File: config.mk
export PLATFORM = sky130hd
export DESIGN_NAME = spi_port
export DESIGN_NICKNAME = d
export VERILOG_FILES = /design/src/rtl/spi_port.sv
export SDC_FILE = /design/constraint.sdc
export NUM_CORES = 1
export LEC_CHECK = 0
export CELL_PAD_IN_SITES_DETAIL_PLACEMENT = 1
export CELL_PAD_IN_SITES_GLOBAL_PLACEMENT = 1
export CORE_ASPECT_RATIO = 0.9
export CORE_MARGIN = 10
export CORE_UTILIZATION = 46
export CTS_BUF_LIST = sky130_fd_sc_hd__clkbuf_8
export DETAILED_ROUTE_END_ITERATION = 10
export GPL_ROUTABILITY_DRIVEN = 0
export PLACE_DENSITY_LB_ADDON = 0.1
export RECOVER_POWER = 25
export SLEW_MARGIN = 0
export SYNTH_ARGS = -nofsm -noshare
export SYNTH_HDL_FRONTEND = slang
export SYNTH_SLANG_ARGS = --single-unit
File: constraint.sdc
create_clock -name clk -period 2.4 [get_ports clk]
set_input_delay 0.48 -clock clk [delete_from_list [all_inputs] [get_ports clk]]
set_output_delay 0.48 -clock clk [all_outputs]
set_load 0.01 [all_outputs]
File: src/rtl/spi_port.sv
module spi_port #(
  parameter int W     = 8,
  parameter int DIV_A = 4,
  parameter int DIV_B = 16,
  parameter int DIV_C = 64
)(
  input  logic         clk,
  input  logic         rst_n,
  input  logic [1:0]   addr,
  input  logic         wr_en,
  input  logic         rd_en,
  input  logic [W-1:0] wdata,
  output logic [W-1:0] rdata,
  input  logic         timer_tick,
  output logic         sck_out,
  input  logic         sck_in,
  output logic         sdo,
  output logic         sdo_en,
  input  logic         sdi,
  input  logic         ss_n
);
  localparam int EW = $clog2(2 * W);
  localparam int BW = $clog2(W);
  localparam int CW = $clog2(DIV_C / 2) + 1;

  logic [7:0]    cfg;
  logic [3:0]    mode;
  logic          cpol, en;
  logic          is_master, is_slave, ss_on;
  logic [W-1:0]  hold_q, sr;
  logic          rxb, bf, wcol, ovf;
  logic          mbusy, sck_r;
  logic [EW-1:0] ec;
  logic [CW-1:0] dcnt;
  logic          sck_m, sck_s, sck_p, sdi_m, sdi_s, ss_m, ss_s;
  logic [BW-1:0] bc;
  logic          mid;
  logic          half_hit, tick, m_lead, m_trail, m_done;
  logic          ss_block, s_edge, s_lead, s_trail, s_done;
  logic          done, busy, accept, collide;
  logic          wr_data, wr_cfg, wr_stat, rd_data;
  logic [W-1:0]  new_byte;

  assign mode      = cfg[3:0];
  assign cpol      = cfg[4];
  assign en        = cfg[5];
  assign is_master = en && (mode <= 4'd3);
  assign is_slave  = en && (mode == 4'd4 || mode == 4'd5);
  assign ss_on     = (mode == 4'd4);

  assign wr_data = wr_en && addr == 2'd0;
  assign wr_cfg  = wr_en && addr == 2'd1;
  assign wr_stat = wr_en && addr == 2'd2;
  assign rd_data = rd_en && addr == 2'd0;

  always_comb begin
    case (mode[1:0])
      2'd0:    half_hit = dcnt == CW'(DIV_A / 2 - 1);
      2'd1:    half_hit = dcnt == CW'(DIV_B / 2 - 1);
      2'd2:    half_hit = dcnt == CW'(DIV_C / 2 - 1);
      default: half_hit = timer_tick;
    endcase
  end

  assign tick    = mbusy && half_hit;
  assign m_lead  = tick && !ec[0];
  assign m_trail = tick && ec[0];
  assign m_done  = m_trail && ec == EW'(2 * W - 1);

  assign ss_block = is_slave && ss_on && ss_s;
  assign s_edge   = is_slave && !ss_block && (sck_s != sck_p);
  assign s_lead   = s_edge && (sck_p == cpol);
  assign s_trail  = s_edge && (sck_p != cpol);
  assign s_done   = s_trail && bc == BW'(W - 1);

  assign done     = m_done || s_done;
  assign busy     = is_master ? mbusy : (is_slave && (bc != '0 || mid));
  assign accept   = wr_data && !busy;
  assign collide  = wr_data && busy;
  assign new_byte = {sr[W-2:0], rxb};

  assign sck_out = is_master ? sck_r : cpol;
  assign sdo     = sr[W-1];
  assign sdo_en  = is_master || (is_slave && !ss_block);

  always_comb begin
    case (addr)
      2'd0:    rdata = hold_q;
      2'd1:    rdata = W'(cfg);
      2'd2:    rdata = W'({ovf, wcol, bf});
      default: rdata = '0;
    endcase
  end

  always_ff @(posedge clk or negedge rst_n) begin
    if (!rst_n) begin
      cfg <= '0; mbusy <= 1'b0; ec <= '0; dcnt <= '0; sck_r <= 1'b0;
    end else if (wr_cfg) begin
      cfg <= wdata[7:0]; mbusy <= 1'b0; ec <= '0; dcnt <= '0; sck_r <= wdata[4];
    end else if (accept && is_master) begin
      mbusy <= 1'b1; ec <= '0; dcnt <= '0;
    end else if (mbusy) begin
      dcnt <= half_hit ? '0 : dcnt + 1'b1;
      if (half_hit) begin
        sck_r <= ~sck_r;
        ec    <= ec + 1'b1;
        if (m_done) mbusy <= 1'b0;
      end
    end
  end

  always_ff @(posedge clk or negedge rst_n) begin
    if (!rst_n) begin
      sck_m <= 1'b0; sck_s <= 1'b0; sck_p <= 1'b0;
      sdi_m <= 1'b0; sdi_s <= 1'b0; ss_m <= 1'b1; ss_s <= 1'b1;
      bc <= '0; mid <= 1'b0;
    end else begin
      sck_m <= sck_in; sck_s <= sck_m; sck_p <= sck_s;
      sdi_m <= sdi;    sdi_s <= sdi_m;
      ss_m  <= ss_n;   ss_s  <= ss_m;
      if (wr_cfg || ss_block) begin
        bc <= '0; mid <= 1'b0;
      end else if (s_lead) begin
        mid <= 1'b1;
      end else if (s_trail) begin
        mid <= 1'b0;
        bc  <= s_done ? '0 : bc + 1'b1;
      end
    end
  end

  always_ff @(posedge clk or negedge rst_n) begin
    if (!rst_n) begin
      hold_q <= '0; sr <= '0; rxb <= 1'b0; bf <= 1'b0; wcol <= 1'b0; ovf <= 1'b0;
    end else begin
      if (m_lead)       rxb <= sdi;
      else if (s_lead)  rxb <= sdi_s;
      if (accept)                     sr <= wdata;
      else if (m_trail || s_trail)    sr <= new_byte;
      if (accept)                     hold_q <= wdata;
      else if (done && !bf)           hold_q <= new_byte;
      if (done && !bf)                bf <= 1'b1;
      else if (rd_data)               bf <= 1'b0;
      if (done && bf)                 ovf <= 1'b1;
      else if (wr_stat && wdata[2])   ovf <= 1'b0;
      if (collide)                    wcol <= 1'b1;
      else if (wr_stat && wdata[1])   wcol <= 1'b0;
    end
  end
endmodule


==> reports/metrics.yaml, run 1 <==
outcome:
  status: "complete, no violations"
placement:
  dp.cells: 404
  numPortBuffers: 28
  pre_cts_ws_ns: -0.116
  dpl.hpwl_mm: 5.85
critical_path:
  rr_endpoint: "ovf$_DFFE_PN0P_"
  arrival_ns: 1.85
  cp_max_fo: 4
  r2r_cells: 8
  max_stage_delay_ns: 0.48
  reg2reg_slack_ns: 0.18
  cp-start-kind: "input pin"
  cp.required_ns: 1.92
  critical_path.endpoint_type: "output port"
  crit_chain: "dlygate4sd2_1, buf_4, buf_12, mux2i_1, nor2_1, clkdlybuf4s50_1"
  cp_slowest_cell: "clkdlybuf4s50_1"
  worst-setup-path-type: "in -> out"
  timing.rr.start: "cfg[1]$_DFFE_PN0P_"
synthesis:
  synth_top_area_share_pct: 42.7
  synthArstFlopShare_pct: 100
  ys_types: 56
  synth.ff_latch_count: 51
  yosys_warnings: 0
  syn_area_um2: 2870
  synth_compound_area_share_pct: 19.8
  postSynthAreaPerCell_um2: 9.78
  synthMuxAreaShare_pct: 7.79
  syn-num-nets: 321
  synthAdderAreaFrac_pct: 3.92
  synth.area.top_cells: "dfrtp_1, nand2_1, mux2i_1"
  synth-seq-area-share_pct: 44.5
  yosysTopAreaCell: "dfrtp_1"
  synth_simple_gate_area_share_pct: 19.1
  synth_ff_type: "dfrtp_1"
  syn_inst: 294
  synth-xor-area-share_pct: 1.22
  synth_top_family_by_area: "compound AO/OA/AOI/OAI gates"
  synth-edff-count: 0
timing:
  max_freq_mhz: 429
  setup_viol: 0
  relSlewSlack_pct: 15.0
  rsz0062_at_grt: "false"
  worst_slew_pin_slew_ns: 1.27
  finalCriticalPeriod_ns: 2.33
  setup_slack_ns: 0.0681
  final.setup.tns_ns: 0
  period_share_pct: 97.2
  slew_violations: 0
  fin_skew_ns: 0.00821
  hold_viol_final: 0
  worst_hold_slack_ns: 0.356
cts:
  clkLatencyLatePin_ns: 0.31
  cts_tree: "yes"
  cts_buffers: 5
  clk_path_buf_depth: 2
  cts_max_level: 2
  clock_sinks: 51
  clk_pin_slew_ns: 0.09
  ctsRootBufferMaster: "clkbuf_8"
worst_hold_path:
  hp-class: "reg -> reg"
  hold_depth: 0
  hp-start: "ss_m$_DFF_PN1_"
  min_to: "ss_s$_DFF_PN1_"
finish:
  finalNonFillerCells: 413
  area_delta_synth_final_pct: 20.3
  fill_cells: 699
  nNetsFinal: 368
  drive_gt1_share_pct: 15.0
  diodes: 0
die:
  core_um2: 6080
  num_rows: 27
  io_pins: 29
  die_w_um: 103
  die_area_um2: 9810
  die_h_um: 95.0
  start_util_pct: 47.3
routing:
  firstDrtPassIters: 4
  drt_iter0_drc: 88
  finalWirelength_mm: 7.53
  wl_per_cell_um: 18.2
  drc: 0
  postRouteAntennaNets: 0
  vias_per_cell: 5.71
  via_count: 2358
global_route:
  grt_pass1_vias: 2515
  grt_pass1_wl_mm: 12.6
  grt_antenna_before_repair: 0
  groute.usage.overall_pct: 16.6
  grt_max_degree: 52
  globalRouteOverflowTotal: 0
pwr:
  power_density_nw_per_um2: 642
  peakVddDrop_mv: 0.287
  total_power_mw: 2.22
  leakage_nw: 1.59
flow_run:
  maxCapViolCount: 0
timing repair:
item                                    in CTS  in global routing
endpoints found under the setup margin       8                  1
hold buffers                                 0                  0
setup buffers                                2                  0
resized for setup                            7                  1
where the power goes:
part           leakage, nW  internal, mW  switching (mW)
Combinational        0.908         0.295           0.297
Clock               0.0466         0.193           0.278
Sequential           0.636         0.996           0.159
cell usage in the layout, fill, tap and decap left out, types with 4 or more instances in the layout:
master / count
clkdlybuf4s50_1: 22
nand2b_1: 10
o211ai_2: 8
inv_1: 9
o21ai_1: 13
a21oi_1: 13
mux2i_1: 19
dfrtp_1: 49
nand2_1: 52
o211ai_1: 9
clkbuf_8: 5
and2_1: 4
dlygate4sd2_1: 5
o21ai_0: 10
nand3_1: 5
ha_1: 9
nor2_1: 21
buf_4: 20
cell usage after synthesis (2+ instances only):
master    number
nor3b_1        2
inv_1          7
a211o_1        2
o211ai_2       8
o211a_1        2
and3_1         3
nor2b_1        3
nand4_1        3
o21ai_1       13
o21ai_0       10
dfstp_2        2
a21oi_1       13
nor3_1         3
ha_1           9
buf_2          3
xnor2_1        3
clkbuf_1       5
o211ai_1       9
nand3b_1       3
mux2i_1       19
nand3_1        5
nand2b_1      10
and2_1         4
nor2_1        21
nand2_1       52
dfrtp_1       49
mux2_2         2
worst max path at each step:
stage,from,to,depth (start not counted)
2_1_floorplan,cfg[0]$_DFFE_PN0P_,hold_q[0]$_DFFE_PN0P_,8
3_3_place_gp,addr[0],rdata[1],5
3_5_place_dp,addr[0],rdata[1],5
5_1_grt,addr[0],rdata[7],6
6_report,addr[0],rdata[5],6
4_1_cts,addr[1],rdata[2],5
per-layer routing:
| layer | part of all wire [%] | track usage (%) | vias up |
|---|---|---|---|
| met4 | 1.0 | 4.75 | 0 |
| met3 | 4.4 | 3.58 | 9 |
| met5 | 0 | 0 | - |
| li1 | - | - | 1136 |
| met2 | 48 | 26.8 | 35 |
| met1 | 46 | 21.9 | 1178 |
flip-flops by register name, indices dropped and copies added, names as in the netlist, 3 cells and up:
register / flops
hold_q: 8
sr: 8
ec: 4
dcnt: 6
cfg: 8
bc: 3
per-stage QoR:
stage	utilization [%]	area [um2]
2_1_floorplan	-	2870
3_3_place_gp	55.5	3370
3_5_place_dp	55.5	3370
4_1_cts	57.0	3470
5_1_grt	56.9	3460
6_report	56.9	3460
final cells by class:
cell class / count / area (um2) / share of cell area, %
multi-input combinational: 224 / 1500 / 43.4
tap: 72 / 90.1 / 2.61
clock buffer: 5 / 68.8 / 1.99
inverter: 7 / 26.3 / 0.760
clock inverter: 2 / 7.51 / 0.217
sequential: 51 / 1280 / 37.0
timing repair buffer: 52 / 484 / 14.0
critical path: cells and delay by family:
kind	cells	cell delay, ns
buffers and inverters	4	1.11
multiplexers	1	0.20
AND/OR/NAND/NOR	1	0.06
logic make-up after synthesis:
logic type                 Yosys count
DFF                                 51
muxes                               22
buffers and inverters               19
xor gates and xnor gates             4
AOI/OAI and AO/OA                   74
and+or+nand+nor                    115
adders and majority gates            9
No activity file was read; power rests on OpenSTA's default activity.
==> run 2, diff against run 1 <==
CORE_UTILIZATION = 50   (was 46)
DONT_BUFFER_PORTS = 1   (was default)
==> run 2 against run 1 <==
Setup slack improved by 0.14 ns; largest cell class unchanged; clock skew decreased by 0.0012 ns; critical endpoint is now hold_q[3]$_DFFE_PN0P_; clock-buffer cell count increased by 1; total power increased by 3.4%; global-route usage increased by 0.060 points; final area decreased by 10%; core utilization decreased by 1.7 points; critical path type is now reg -> reg; non-clock buffer count decreased by 39.
==> reports/metrics.yaml, run 2 (synthesis results as in run 1) <==
cts:
  cts_tree: "yes"
  cts_buffers: 5
  cts_resized: 0
  ctsRootBufferMaster: "clkbuf_8"
  cts_max_level: 2
  postCtsHoldBufs: 2
  clkLatencyLatePin_ns: 0.31
  cts_setup_buffers: 0
  clk_pin_slew_ns: 0.10
  clk_path_buf_depth: 2
  clock_sinks: 51
timing:
  finalCriticalPeriod_ns: 2.19
  final.setup.tns_ns: 0
  period_share_pct: 91.3
  rsz0062_at_grt: "false"
  hold_viol_final: 0
  fin_skew_ns: 0.00701
  slew_violations: 0
  worst_slew_pin_slew_ns: 1.27
  worst_hold_slack_ns: 0.161
  max_freq_mhz: 456
  setup_viol: 0
  relSlewSlack_pct: 15.4
routing:
  drc: 0
  drt_iter0_drc: 79
  firstDrtPassIters: 4
  vias_per_cell: 5.95
  via_count: 2220
  postRouteAntennaNets: 0
  wl_per_cell_um: 20.1
  finalWirelength_mm: 7.50
pwr:
  switching_share_pct: 32.2
  peakVddDrop_mv: 0.466
  p_clk_share_pct: 28.5
  p_int_mw: 1.56
  combPwrFrac_pct: 21.6
  power_frac_seq_pct: 49.9
  power_density_nw_per_um2: 739
  leakage_nw: 1.41
  p_sw_mw: 0.738
global_route:
  globalRouteOverflowTotal: 0
  grt_max_degree: 50
  grt_antenna_before_repair: 0
  groute.usage.overall_pct: 16.7
  grt_pass1_wl_mm: 12.4
  grt_pass1_vias: 2376
die:
  core_um2: 5630
  die_area_um2: 9180
  num_rows: 26
  io_pins: 29
  start_util_pct: 51.1
  die_h_um: 91.9
  die_w_um: 99.9
critical_path:
  critical_path.endpoint_type: "flop"
  reg2reg_slack_ns: 0.21
  worst-setup-path-type: "reg -> reg"
  arrival_ns: 2.43
  r2r_cells: 8
  cp-start-kind: "flop"
  cp_max_fo: 8
  cp.required_ns: 2.64
placement:
  dpl.hpwl_mm: 5.45
  numPortBuffers: 0
finish:
  fill_cells: 657
  diodes: 0
  reg.largest.list: "cfg: 8 flops, hold_q: 8 flops, sr: 8 flops"
  layout_commonest_cell: "nand2_1"
  final_util_pct: 55.1
  multi_input_area_um2: 1490
  layout_common_cells: "nand2_1, dfrtp_1, nor2_1, mux2i_1"
  area_delta_synth_final_pct: 7.97
  drive_gt1_share_pct: 12.5
  nNetsFinal: 329
  final-seq-area_um2: 1280
worst_hold_path:
  hold_depth: 0
  hp-class: "in -> reg"
flow_run:
  maxCapViolCount: 0
outcome:
  status: "complete, no violations"
run 2: metrics by stage:
step | setup WS [ns] | instance area, um2 | cells | total power [mW]
CTS | 0.227 | 3120 | 372 | 2.31
detailed placement | 0.249 | 2960 | 362 | 1.63
global route | 0.0250 | 3100 | 373 | 2.42
finish | 0.208 | 3100 | 373 | 2.29
floorplan | 0.300 | 2870 | 294 | 1.49
global placement | 0.322 | 2960 | 362 | 1.60
run 2: layout make-up:
cell class                 instances  area share (%)
clock buffer                       6            2.66
clock inverter                     2            1.25
inverter                           7           0.847
multi-input combinational        224            48.0
sequential                        51            41.2
tap                               70            2.82
timing repair buffer              13            3.23
run 2: power by group through the flow:
stage               logic (mW)  registers (mW)  clock network [mW]
floorplan                0.380            1.11                   0
global placement         0.450            1.15                   0
detailed placement       0.470            1.16                   0
CTS                      0.502            1.14               0.659
global route             0.563            1.17               0.688
finish                   0.495            1.14               0.654
run 2: routing by layer:
metal	vias up	track usage, %	share of wire, %
li1	1060	-	-
met1	1131	21.9	49
met2	24	26.8	46
met3	5	4.50	4.4
met4	0	3.46	0.56
met5	-	0	0
run 2: final timing paths:
| kind | start | end |
|---|---|---|
| min reg2reg | sdi_m$_DFF_PN0_ | sdi_s$_DFF_PN0_ |
| min in group asynchronous | rst_n | bf$_DFFE_PN0P_ |
| max in group asynchronous | rst_n | dcnt[1]$_DFFE_PN0P_ |
| max reg2reg | cfg[0]$_DFFE_PN0P_ | hold_q[3]$_DFFE_PN0P_ |
| max | cfg[0]$_DFFE_PN0P_ | hold_q[3]$_DFFE_PN0P_ |
| min | ss_n | ss_m$_DFF_PN1_ |
run 2: critical path, cell delays in order, from the launching register on:
cell,delay (ns)
dfrtp_1,0.41
inv_1,0.10
ha_1,0.33
nor3_1,0.34
o21ai_1,0.18
nor3b_2,0.32
buf_4,0.22
o211ai_1,0.12
o211ai_2,0.10
==> run 3, diff against run 2 <==
SKIP_LAST_GASP = 1   (was default)
==> results of run 3 <==
Final layout, timing and power as in run 2 (identical DEF).
